### src/rtl/eoi_tracker.sv
module eoi_tracker #(
  parameter int NUM_CPU = 8
) (
  input  logic                             clk_i,
  input  logic                             rst_ni,
  input  logic                             line_req_i,
  output logic                             coalesced_o,
  output logic                             issue_o,
  input  logic                             dlv_valid_i,
  input  logic                             dlv_fail_i,
  input  logic [NUM_CPU-1:0]               dlv_map_i,
  input  logic [NUM_CPU-1:0]               ack_i,
  input  logic                             resync_i,
  input  logic [NUM_CPU-1:0]               resync_map_i,
  output logic [NUM_CPU-1:0]               pend_map_o,
  output logic [$clog2(NUM_CPU+1)-1:0]     pend_cnt_o
);
  localparam int CNT_W = $clog2(NUM_CPU + 1);

  function automatic logic [CNT_W-1:0] ones(input logic [NUM_CPU-1:0] v);
    logic [CNT_W-1:0] s;
    s = '0;
    for (int i = 0; i < NUM_CPU; i++) s = s + CNT_W'(v[i]);
    return s;
  endfunction

  logic [NUM_CPU-1:0] map_q, map_d, hit;
  logic [CNT_W-1:0]   cnt_q, cnt_d;
  logic               idle;

  assign idle        = (cnt_q == '0);
  assign coalesced_o = line_req_i & ~idle;
  assign issue_o     = line_req_i & idle;
  assign hit         = ack_i & map_q;

  always_comb begin
    map_d = map_q;
    cnt_d = cnt_q;
    if (resync_i) begin
      map_d = resync_map_i;
      cnt_d = ones(resync_map_i);
    end else if (dlv_valid_i && idle) begin
      if (dlv_fail_i) begin
        map_d = '0;
        cnt_d = '0;
      end else begin
        map_d = dlv_map_i;
        cnt_d = ones(dlv_map_i);
      end
    end else if (|hit) begin
      map_d = map_q & ~hit;
      cnt_d = cnt_q - ones(hit);
    end
  end

  always_ff @(posedge clk_i or negedge rst_ni) begin
    if (!rst_ni) begin
      map_q <= '0;
      cnt_q <= '0;
    end else begin
      map_q <= map_d;
      cnt_q <= cnt_d;
    end
  end

  assign pend_map_o = map_q;
  assign pend_cnt_o = cnt_q;
endmodule

### config.mk
export PLATFORM = sky130hd
export DESIGN_NAME = eoi_tracker
export DESIGN_NICKNAME = d
export VERILOG_FILES = /design/src/rtl/eoi_tracker.sv
export SDC_FILE = /design/constraint.sdc
export NUM_CORES = 1
export LEC_CHECK = 0
export BUFFER_PORTS_ARGS = -buffer_cell sky130_fd_sc_hd__buf_2
export CAP_MARGIN = 40
export CORE_UTILIZATION = 45
export CTS_CLUSTER_SIZE = 10
export DETAILED_ROUTE_END_ITERATION = 10
export GPL_TIMING_DRIVEN = 0
export PLACE_DENSITY = 0.71
export SYNTH_ARGS = -nofsm -noshare
export SYNTH_HDL_FRONTEND = slang
export SYNTH_SLANG_ARGS = --single-unit
### constraint.sdc
create_clock -name clk_i -period 8.7 [get_ports clk_i]
set_clock_uncertainty 0.1 [all_clocks]
set_input_delay 0 -clock clk_i [delete_from_list [all_inputs] [get_ports clk_i]]
set_output_delay 0 -clock clk_i [all_outputs]
set_load 0.05 [all_outputs]
==> results.sh, run 1 <==
export IMPL_status="completed"
export IMPL_worst_pin_slew_ns=0.426
export IMPL_root_buffer="clkbuf_4"
export IMPL_endpoint_kind="flop"
export IMPL_final_antenna_net_count=0
export IMPL_crit_chain="nand2_1 -> fa_1 -> inv_1 -> fa_1 -> inv_1 -> fa_1 -> inv_1 -> fa_1 -> inv_1 -> ha_1 -> o21a_1 -> a211o_2 -> o211ai_1 -> o2bb2ai_1"
export IMPL_synthCells=165
export IMPL_ys_ff_latch=12
export IMPL_core_mm2=0.00310
export IMPL_clk_pin_slew_ns=0.08
export IMPL_slew_violations=0
export IMPL_grt_first_pass_wirelength_mm=6.05
export IMPL_routed_wl_mm=3.69
export IMPL_die_w_um=59.5
export IMPL_yosys_area_top_type="fa_1"
export IMPL_clkLatencyLatePin_ns=0.28
export IMPL_cp_startpoint="pend_map_o[2]"
export IMPL_n_antenna_cell=0
export IMPL_overflow=0
export IMPL_cts_tree="yes"
export IMPL_rrSetupSlack_ns=5.11
export IMPL_cts_resized=0
export IMPL_antenna_found_initial=0
export IMPL_ctsHtreeMaxLevel=1
export IMPL_period_needed_ns=3.59
export IMPL_yosysSeqAreaShare_pct=20.2
export IMPL_dr_pass1_iters=4
export IMPL_arrival_ns=3.68
export IMPL_dr_total_vias=1380
export IMPL_routedWlPerCell_um=13.5
export IMPL_dieHeight_um=59.5
export IMPL_fill_cells=286
export IMPL_rr_startpoint="pend_map_o[2]"
export IMPL_cpPeakStageDelay_ns=0.53
export IMPL_cts_setup_buffers=0
export IMPL_post_route_drc_count=0
export IMPL_via_per_inst=5.05
export IMPL_ir_drop_uv=160
export IMPL_async_flop_share_pct=100
export IMPL_drive_above_1_share_pct=24.9
export IMPL_start_kind="flop"
export IMPL_synth_area_top_cells="fa_1 (22%), dfrtp_1 (20%), ha_1 (11%)"
export IMPL_power_density_mw_per_mm2=311
export IMPL_start_util_pct=47.9
export IMPL_fin_crit_sh_pct=41.2
export IMPL_portBuffers=42
export IMPL_reg2reg_to="pend_cnt_o[1]"
export IMPL_fp_row_count=20
export IMPL_critPathMaxFanout=4
export IMPL_place_hpwl_mm=2.93
export IMPL_required_ns=8.80
export IMPL_hp_class="in -> async"
export IMPL_yosys_area_top_type_share_pct=21.5
export IMPL_cts_buffers=3
export IMPL_drt_iter0_drc=65
export IMPL_die_area_mm2=0.00354
export IMPL_grt_pass1_vias=1378
export IMPL_ys_types=37
export IMPL_finalSetupViolations=0
export IMPL_critical_path_class="reg -> reg"
export IMPL_finalHoldViolations=0
export IMPL_grt_max_degree=13
export IMPL_cts_hold_repair_buffers=18
export IMPL_syn_area_mm2=0.00149
export IMPL_cts_num_sinks=12
export IMPL_p_leak_nw=1.02
export IMPL_num_io_pins=44
export IMPL_rr_worst_depth=14
export IMPL_gr_usage_all_layers_pct=23.0
export IMPL_slew_headroom_pct=71.4
export IMPL_max_freq_mhz=279
export IMPL_nNetsFinal=289
export IMPL_fin_cells=273
export IMPL_multiInputGateArea_mm2=0.00101
export IMPL_ys_warn_count=0
export IMPL_synth_edf_count=0
export IMPL_clk_path_buf_depth=2
export IMPL_synth_ff_type="dfrtp_1"
export IMPL_dp_cells=251
export IMPL_rsz0062_at_grt="no"
export IMPL_gp_congestion=0.810
export IMPL_synthToLayoutAreaGrowth_pct=32.4
export IMPL_totalNegativeSetupSlack_ns=0
export IMPL_synth_nets=224
export IMPL_maxCapViolations=0
export IMPL_cpMaxStageDelayCell="fa_1"
export IMPL_avgSynthCellArea_um2=9.01
export IMPL_regArea_um2=300
[flip-flops by register name, summed over array words and instances (netlist names)]
register,cells
pend_cnt_o,4
pend_map_o,8
[worst max-delay path: cells and delay by family (launching register included)]
family	cells	cell delay [ns]
AO/OA/AOI/OAI	4	0.67
flip-flops	1	0.40
AND/OR/NAND/NOR	1	0.09
buffers and inverters	4	0.29
adder cells (fa/ha/maj)	5	1.95
[logic make-up (layout without fill, tap and decap cells)]
logic type,count (synthesis),after routing,synth area share [%]
buffers and inverters,43,107,11.8
DFF,12,12,20.2
AOI/OAI and AO/OA,28,28,14.1
adders and majority gates,29,29,32.5
and+or+nand+nor,46,46,17.2
muxes,1,1,0.758
xor gates and xnor gates,6,6,3.54
[cells in the mapped netlist, types with 2 or more instances]
library cell and count:
nand2_1 12, nand3b_1 6, xnor2_1 2, xor2_1 4, a31oi_1 8, nor3_1 2
clkinv_1 2, nor2_1 8, inv_1 37, dfrtp_1 12, o211ai_1 4, buf_2 2
a32oi_1 2, fa_1 16, nand4_1 2, nand3_1 9, a21oi_1 4, ha_1 13
o221ai_1 2
[worst max path at each step]
stage                     slack [ns]  cells past startpoint            end
after floorplan                 4.96                     14  pend_cnt_o[1]
after global placement          5.15                     14  pend_cnt_o[1]
after detailed placement        5.10                     14  pend_cnt_o[1]
after CTS                       5.10                     14  pend_cnt_o[1]
after global routing            4.93                     14  pend_cnt_o[1]
final                           5.11                     14  pend_cnt_o[1]
[where the power goes]
group,internal [mW],switching (mW),leakage (nW)
Clock,0.0255,0.0204,0.0210
Combinational,0.208,0.263,0.850
Sequential,0.0706,0.0237,0.145
Total,0.304,0.307,1.02
[per-layer routing]
layer / track usage (%) / wire (um) / vias up
met5: 0 / 0 / -
met4: 8.50 / 51 / 0
met3: 0.873 / 126 / 6
met2: 38.8 / 1880 / 38
met1: 31.2 / 1640 / 658
li1: - / - / 678
[area by class of cell]
class,count,area share [%]
Tap cell,44,2.80
Clock buffer,4,1.84
Sequential cell,12,15.3
Buffer,4,1.46
Inverter,39,7.44
Timing Repair Buffer,60,19.8
Multi-Input combinational cell,110,51.4
[metrics by stage]
| step | power [mW] | utilization [%] | hold WS [ns] | worst slack (ns) | area, um^2 |
|---|---|---|---|---|---|
| after CTS | 0.612 | 63.4 | 0.0251 | 5.10 | 1970 |
| after detailed placement | 0.555 | 56.5 | -0.212 | 5.10 | 1750 |
| after global routing | 0.674 | 63.4 | 0.0521 | 4.93 | 1970 |
| final | 0.612 | 63.4 | 0.0272 | 5.11 | 1970 |
| after global placement | 0.545 | 56.5 | -0.210 | 5.15 | 1750 |
| after floorplan | 0.456 | - | -0.396 | 4.96 | 1490 |
[cells in the final DEF (no fill, tap or decap), types with 2 or more instances in the layout]
| master | synthesis | final |
|---|---|---|
| o221ai_1 | 2 | 2 |
| xor2_1 | 4 | 4 |
| a31oi_1 | 8 | 8 |
| a21oi_1 | 4 | 4 |
| a32oi_1 | 2 | 2 |
| ha_1 | 13 | 13 |
| nor2_1 | 8 | 8 |
| buf_2 | 2 | 44 |
| nand3_1 | 9 | 9 |
| nand2_1 | 12 | 12 |
| xnor2_1 | 2 | 2 |
| fa_1 | 16 | 16 |
| o211ai_1 | 4 | 4 |
| dfrtp_1 | 12 | 12 |
| clkinv_1 | 2 | 2 |
| inv_1 | 37 | 37 |
| dlygate4sd3_1 | 0 | 18 |
| nor3_1 | 2 | 2 |
| nand3b_1 | 6 | 6 |
| clkbuf_4 | 0 | 3 |
| nand4_1 | 2 | 2 |
Note: power is estimated with default switching activity, not from simulation.
==> inputs of run 2 (changes only) <==
==> constraint.sdc (replaced) <==
create_clock -name clk_i -period 3.5 [get_ports clk_i]
set_clock_uncertainty 0.1 [all_clocks]
set_input_delay 0 -clock clk_i [delete_from_list [all_inputs] [get_ports clk_i]]
set_output_delay 0 -clock clk_i [all_outputs]
set_load 0.05 [all_outputs]
==> run 2 against run 1 <==
Compared with the run above: the run now ends with hold timing left; register-to-register slack got worse by 5.1 ns; utilization rose by 3.3 points; sequential power grew to 2.5 times the previous value; die area unchanged; highest routed layer unchanged; wire length rose by 9.8%; final cell count grew 1.5%; via count increased by 4.6%; sequential share of layout area decreased by 0.16 points; count of clock-buffer cells in the layout unchanged; design area increased by 5.3%; critical path type unchanged; clock power grew to 2.5 times the previous value; hold slack got worse by 0.044 ns.
==> results.sh, run 2 (synthesis results as in run 1) <==
export IMPL_die_w_um=59.5
export IMPL_slew_violations=0
export IMPL_die_area_mm2=0.00354
export IMPL_routedWlPerCell_um=14.6
export IMPL_seqPwrFrac_pct=14.0
export IMPL_arrival_ns=3.55
export IMPL_gr_usage_all_layers_pct=25.2
export IMPL_nNetsFinal=293
export IMPL_required_ns=3.60
export IMPL_ctsHtreeMaxLevel=1
export IMPL_p_leak_nw=1.03
export IMPL_grt_first_pass_wirelength_mm=6.57
export IMPL_power_density_mw_per_mm2=829
export IMPL_rrSetupSlack_ns=0.05
export IMPL_power_switching_uw=842
export IMPL_rsz0062_at_grt="yes"
export IMPL_clk_path_buf_depth=2
export IMPL_start_kind="flop"
export IMPL_combPwrFrac_pct=79.3
export IMPL_max_freq_mhz=290
export IMPL_root_buffer="clkbuf_4"
export IMPL_finalHoldViolations=1
export IMPL_cts_tree="yes"
export IMPL_final_area_mm2=0.00207
export IMPL_whs_ns=-0.0169
export IMPL_period_needed_ns=3.45
export IMPL_final_common_cell="buf_2"
export IMPL_slew_headroom_pct=70.2
export IMPL_reg2reg_to="pend_cnt_o[3]"
export IMPL_grt_pass1_vias=1492
export IMPL_num_io_pins=44
export IMPL_via_per_inst=5.21
export IMPL_portBuffers=42
export IMPL_clkLatencyLatePin_ns=0.29
export IMPL_min_from="resync_map_i[4]"
export IMPL_fin_util_pct=66.8
export IMPL_synthToLayoutAreaGrowth_pct=39.4
export IMPL_largest_reg_flops=8
export IMPL_whs_path_depth=3
export IMPL_core_mm2=0.00310
export IMPL_cts_buffers=3
export IMPL_overflow=0
export IMPL_rr_worst_depth=14
export IMPL_antenna_found_initial=0
export IMPL_fill_cells=263
export IMPL_fp_row_count=20
export IMPL_clockPowerShare_pct=6.7
export IMPL_clk_pin_slew_ns=0.08
export IMPL_total_power_mw=1.72
export IMPL_grt_max_degree=13
export IMPL_dr_total_vias=1443
export IMPL_routed_wl_mm=4.05
export IMPL_final_cell_mix="buf_2 (44), inv_1 (32), dlygate4sd3_1 (17)"
export IMPL_dieHeight_um=59.5
export IMPL_start_util_pct=47.9
export IMPL_place_hpwl_mm=3.15
export IMPL_worst_pin_slew_ns=0.443
export IMPL_holdPathEnd="pend_map_o[4]"
export IMPL_critical_path_class="reg -> reg"
export IMPL_fin_crit_sh_pct=98.5
export IMPL_endpoint_kind="flop"
export IMPL_n_antenna_cell=0
export IMPL_cts_num_sinks=12
export IMPL_dr_pass1_iters=4
export IMPL_drt_iter0_drc=76
export IMPL_critPathMaxFanout=2
export IMPL_hp_class="in -> reg"
export IMPL_gp_congestion=0.890
export IMPL_post_route_drc_count=0
export IMPL_final_antenna_net_count=0
export IMPL_drive_above_1_share_pct=39.1
export IMPL_ir_drop_uv=420
export IMPL_failed_checks="hold timing"
export IMPL_status="complete, but fails checks"
export IMPL_finalSetupViolations=0
export IMPL_maxCapViolations=0
export IMPL_internal_power_uw=875
export IMPL_totalNegativeSetupSlack_ns=0
export IMPL_rr_startpoint="pend_map_o[0]"
export IMPL_placed_area_mm2=0.00179
export IMPL_switching_share_pct=49.0
## run 2: cell types whose count changed in the layout (fill, tap and decap cells not counted), sizes merged
cell	change
buf	+5
dlygate4sd3	-1
## run 2: timing repair
item	CTS	global route
hold buffers	17	0
cloned	0	0
buffers inserted	5	0
pin swaps	10	13
gates resized for setup	6	5
endpoints found under the hold margin	23	0
endpoints found under the setup margin	2	2
## run 2: how the worst max path moves through the flow
| stage | from | endpoint | slack [ns] | cells after the start |
|---|---|---|---|---|
| 6_report | pend_map_o[0] | pend_cnt_o[3] | 0.05 | 14 |
| 5_1_grt | pend_map_o[5] | pend_cnt_o[3] | -0.07 | 14 |
| 4_1_cts | pend_map_o[6] | pend_cnt_o[3] | -0.008 | 14 |
| 3_5_place_dp | pend_map_o[0] | pend_cnt_o[3] | -0.04 | 14 |
| 3_3_place_gp | pend_map_o[0] | pend_cnt_o[1] | 0.009 | 14 |
| 2_1_floorplan | pend_map_o[5] | pend_cnt_o[1] | -0.02 | 14 |
## run 2: routing by layer
metal	track usage (%)	share of wire [%]	vias to the layer above
met3	2.40	4.2	13
met2	45.6	53	53
li1	-	-	686
met5	0	0	-
met4	10.9	3.0	0
met1	29.9	39	691
## run 2: critical path: stages (launching register included)
cell and delay [ns]:
dfrtp_2 0.42, nand2_2 0.07, fa_2 0.20, inv_2 0.04
fa_1 0.50, inv_1 0.05, fa_1 0.49, inv_2 0.04
fa_1 0.54, inv_2 0.04, ha_4 0.14, or2_4 0.21
o22a_1 0.19, xnor2_2 0.15, a211oi_2 0.16
## run 2: area by class of cell
type / instances / area (um^2) / area share [%]
inverters: 39 / 146 / 7.07
plain buffers: 4 / 28.8 / 1.39
clock buffers: 4 / 36.3 / 1.75
well taps: 44 / 55.1 / 2.66
flip-flops and latches: 12 / 313 / 15.1
multi-input cells: 110 / 1070 / 51.9
repair buffers: 64 / 418 / 20.2
## run 2: power groups by stage
stage          sequential, mW  clock [mW]  combinational [mW]
2_1_floorplan           0.350           0               0.821
3_3_place_gp            0.241           0                1.14
3_5_place_dp            0.243           0                1.19
4_1_cts                 0.240       0.112                1.30
5_1_grt                 0.246       0.119                1.50
6_report                0.240       0.115                1.36
## run 2: metrics by stage
stage | hold slack (ns) | setup WS (ns) | std cells
after floorplan | -0.396 | -0.0212 | 165
after global placement | -0.219 | 0.00855 | 251
after detailed placement | -0.210 | -0.0405 | 251
after CTS | 0.00311 | -0.00794 | 277
after global routing | 0.0341 | -0.0732 | 277
final | -0.0169 | 0.0512 | 277
==> inputs of run 3 (changes only) <==
--- a/config.mk
+++ b/config.mk
@@ -5,7 +5,7 @@
 export SDC_FILE = /design/constraint.sdc
 export NUM_CORES = 1
 export LEC_CHECK = 0
-export BUFFER_PORTS_ARGS = -buffer_cell sky130_fd_sc_hd__buf_2
+export BUFFER_PORTS_ARGS = -buffer_cell sky130_fd_sc_hd__buf_4
 export CAP_MARGIN = 40
 export CORE_UTILIZATION = 45
 export CTS_CLUSTER_SIZE = 10
==> run 3 against run 2 <==
Compared with the run above: combinational power about the same; hold slack better by 0.039 ns; the run now ends clean; highest routed layer unchanged; largest power group unchanged; critical endpoint is now pend_cnt_o[1]; global-route usage up 0.12 points; die area unchanged; fmax up 0.67%; worst setup slack better by 0.023 ns; final cell count up 1.8%; power up 0.33%.
==> results.sh, run 3 (synthesis results as in run 1) <==
export IMPL_status="completed"
export IMPL_p_leak_nw=1.08
export IMPL_overflow=0
export IMPL_gp_congestion=0.834
export IMPL_start_util_pct=47.9
export IMPL_fill_cells=255
export IMPL_wl_met1_mm=1.66
export IMPL_antenna_found_initial=0
export IMPL_max_freq_mhz=292
export IMPL_cpPeakStageDelay_ns=0.56
export IMPL_slew_violations=0
export IMPL_place_hpwl_mm=3.16
export IMPL_start_kind="flop"
export IMPL_worst_pin_slew_ns=0.540
export IMPL_arrival_ns=3.51
export IMPL_drt_iter0_drc=83
export IMPL_gr_usage_all_layers_pct=25.3
export IMPL_num_io_pins=44
export IMPL_total_power_mw=1.72
export IMPL_hp_class="in -> reg"
export IMPL_crit_chain="nand2_2 -> fa_2 -> inv_2 -> fa_2 -> inv_2 -> fa_1 -> inv_2 -> fa_1 -> inv_2 -> ha_4 -> o21a_1 -> a211o_2 -> o211ai_1 -> o2bb2ai_1"
export IMPL_portBuffers=42
export IMPL_root_buffer="clkbuf_4"
export IMPL_grt_first_pass_wirelength_mm=6.61
export IMPL_dr_total_vias=1458
export IMPL_dr_pass1_iters=5
export IMPL_nNetsFinal=298
export IMPL_power_density_mw_per_mm2=782
export IMPL_wl_met2_mm=2.22
export IMPL_die_area_mm2=0.00354
export IMPL_synthToLayoutAreaGrowth_pct=48.1
export IMPL_ir_drop_uv=430
export IMPL_dieHeight_um=59.5
export IMPL_ctsHtreeMaxLevel=1
export IMPL_largest_reg_flops=8
export IMPL_finalSetupViolations=0
export IMPL_rsz0062_at_grt="yes"
export IMPL_drive_above_1_share_pct=38.7
export IMPL_via_per_inst=5.17
export IMPL_finalHoldViolations=0
export IMPL_fp_row_count=20
export IMPL_routed_top_layer="met4"
export IMPL_final_antenna_net_count=0
export IMPL_grt_max_degree=13
export IMPL_core_mm2=0.00310
export IMPL_period_needed_ns=3.43
export IMPL_clkLatencyLatePin_ns=0.27
export IMPL_post_route_drc_count=0
export IMPL_clk_path_buf_depth=2
export IMPL_cts_buffers=3
export IMPL_crit_path_frequent_cell="inv_2"
export IMPL_n_antenna_cell=0
export IMPL_routed_wl_mm=4.17
export IMPL_cts_num_sinks=12
export IMPL_routedWlPerCell_um=14.8
export IMPL_critPathMaxFanout=2
export IMPL_final_cell_mix="buf_4 (50), inv_1 (31), dlygate4sd3_1 (19)"
export IMPL_fin_crit_sh_pct=97.9
export IMPL_clk_pin_slew_ns=0.08
export IMPL_required_ns=3.58
export IMPL_cts_tree="yes"
export IMPL_grt_pass1_vias=1534
export IMPL_slew_headroom_pct=63.9
export IMPL_fin_cells=282
export IMPL_die_w_um=59.5
export IMPL_endpoint_kind="flop"
export IMPL_critical_path_class="reg -> reg"
export IMPL_routed_wl_met3_um=173
export IMPL_maxCapViolations=0
export IMPL_final_common_cell="buf_4"
export IMPL_cpMaxStageDelayCell="fa_2"
export IMPL_dp_cells=251
==> run 3: cell types whose count changed in the layout (fill, tap and decap cells not counted), sizes merged <==
cell	delta
buf	+3
dlygate4sd3	+2
==> run 3: area by class of cell <==
class	count	area, um^2	area share (%)
inverters	39	146	6.65
multi-input cells	110	1060	48.0
clock buffers	4	36.3	1.65
repair buffers	69	566	25.7
plain buffers	4	28.8	1.31
well taps	44	55.1	2.50
flip-flops and latches	12	313	14.2
==> run 3: stage by stage <==
step,worst slack [ns],hold WS [ns],TNS (ns),util (%),instance area [um^2]
global placement,-0.00563,-0.260,-0.00563,61.1,1900
finish,0.0743,0.0226,0,71.0,2200
global route,-0.0554,0.0509,-0.0962,71.0,2200
detailed placement,-0.0485,-0.255,-0.0915,61.1,1900
CTS,0.0207,0.00683,0,70.3,2180
floorplan,-0.0212,-0.396,-0.0309,-,1530
==> run 3: path summary, 6_finish.rpt <==
path                                 end       startpoint  slack [ns]  depth (start not counted)
max reg2reg                pend_cnt_o[1]    pend_map_o[6]        0.07                         14
max                        pend_cnt_o[1]    pend_map_o[6]        0.07                         14
max in group asynchronous  pend_map_o[2]           rst_ni        2.23                          3
min reg2reg                pend_cnt_o[2]    pend_cnt_o[2]        0.56                          2
min                        pend_cnt_o[0]  resync_map_i[2]        0.02                          4
min in group asynchronous  pend_map_o[7]           rst_ni        0.68                          3
==> run 3: repair_timing <==
| item | 4_1_cts | 5_1_grt |
|---|---|---|
| endpoints found under the hold margin | 23 | 0 |
| resized for setup | 2 | 6 |
| buffers inserted | 6 | 2 |
| pin swaps | 2 | 9 |
| setup endpoints to repair | 2 | 2 |
| hold buffers | 19 | 0 |
==> run 3: worst max-delay path, delay by kind of cell (launching register included) <==
kind            cells  cell delay (ns)
compound gates      4             0.61
fa+ha+maj           5             1.94
buf+inv             4             0.25
flops               1             0.37
simple gates        1             0.06
==> run 3: power by group <==
group / switching, mW / total [mW] / leakage (nW) / internal [mW]
Clock: 0.0450 / 0.108 / 0.0210 / 0.0631
Combinational: 0.721 / 1.38 / 0.925 / 0.661
Sequential: 0.0530 / 0.233 / 0.134 / 0.180
Total: 0.819 / 1.72 / 1.08 / 0.904
==> run 3: per-layer routing <==
layer | global-route usage [%] | vias to the layer above
met5 | 0 | -
met4 | 8.84 | 0
met3 | 1.97 | 10
met2 | 45.7 | 47
met1 | 31.3 | 704
li1 | - | 697
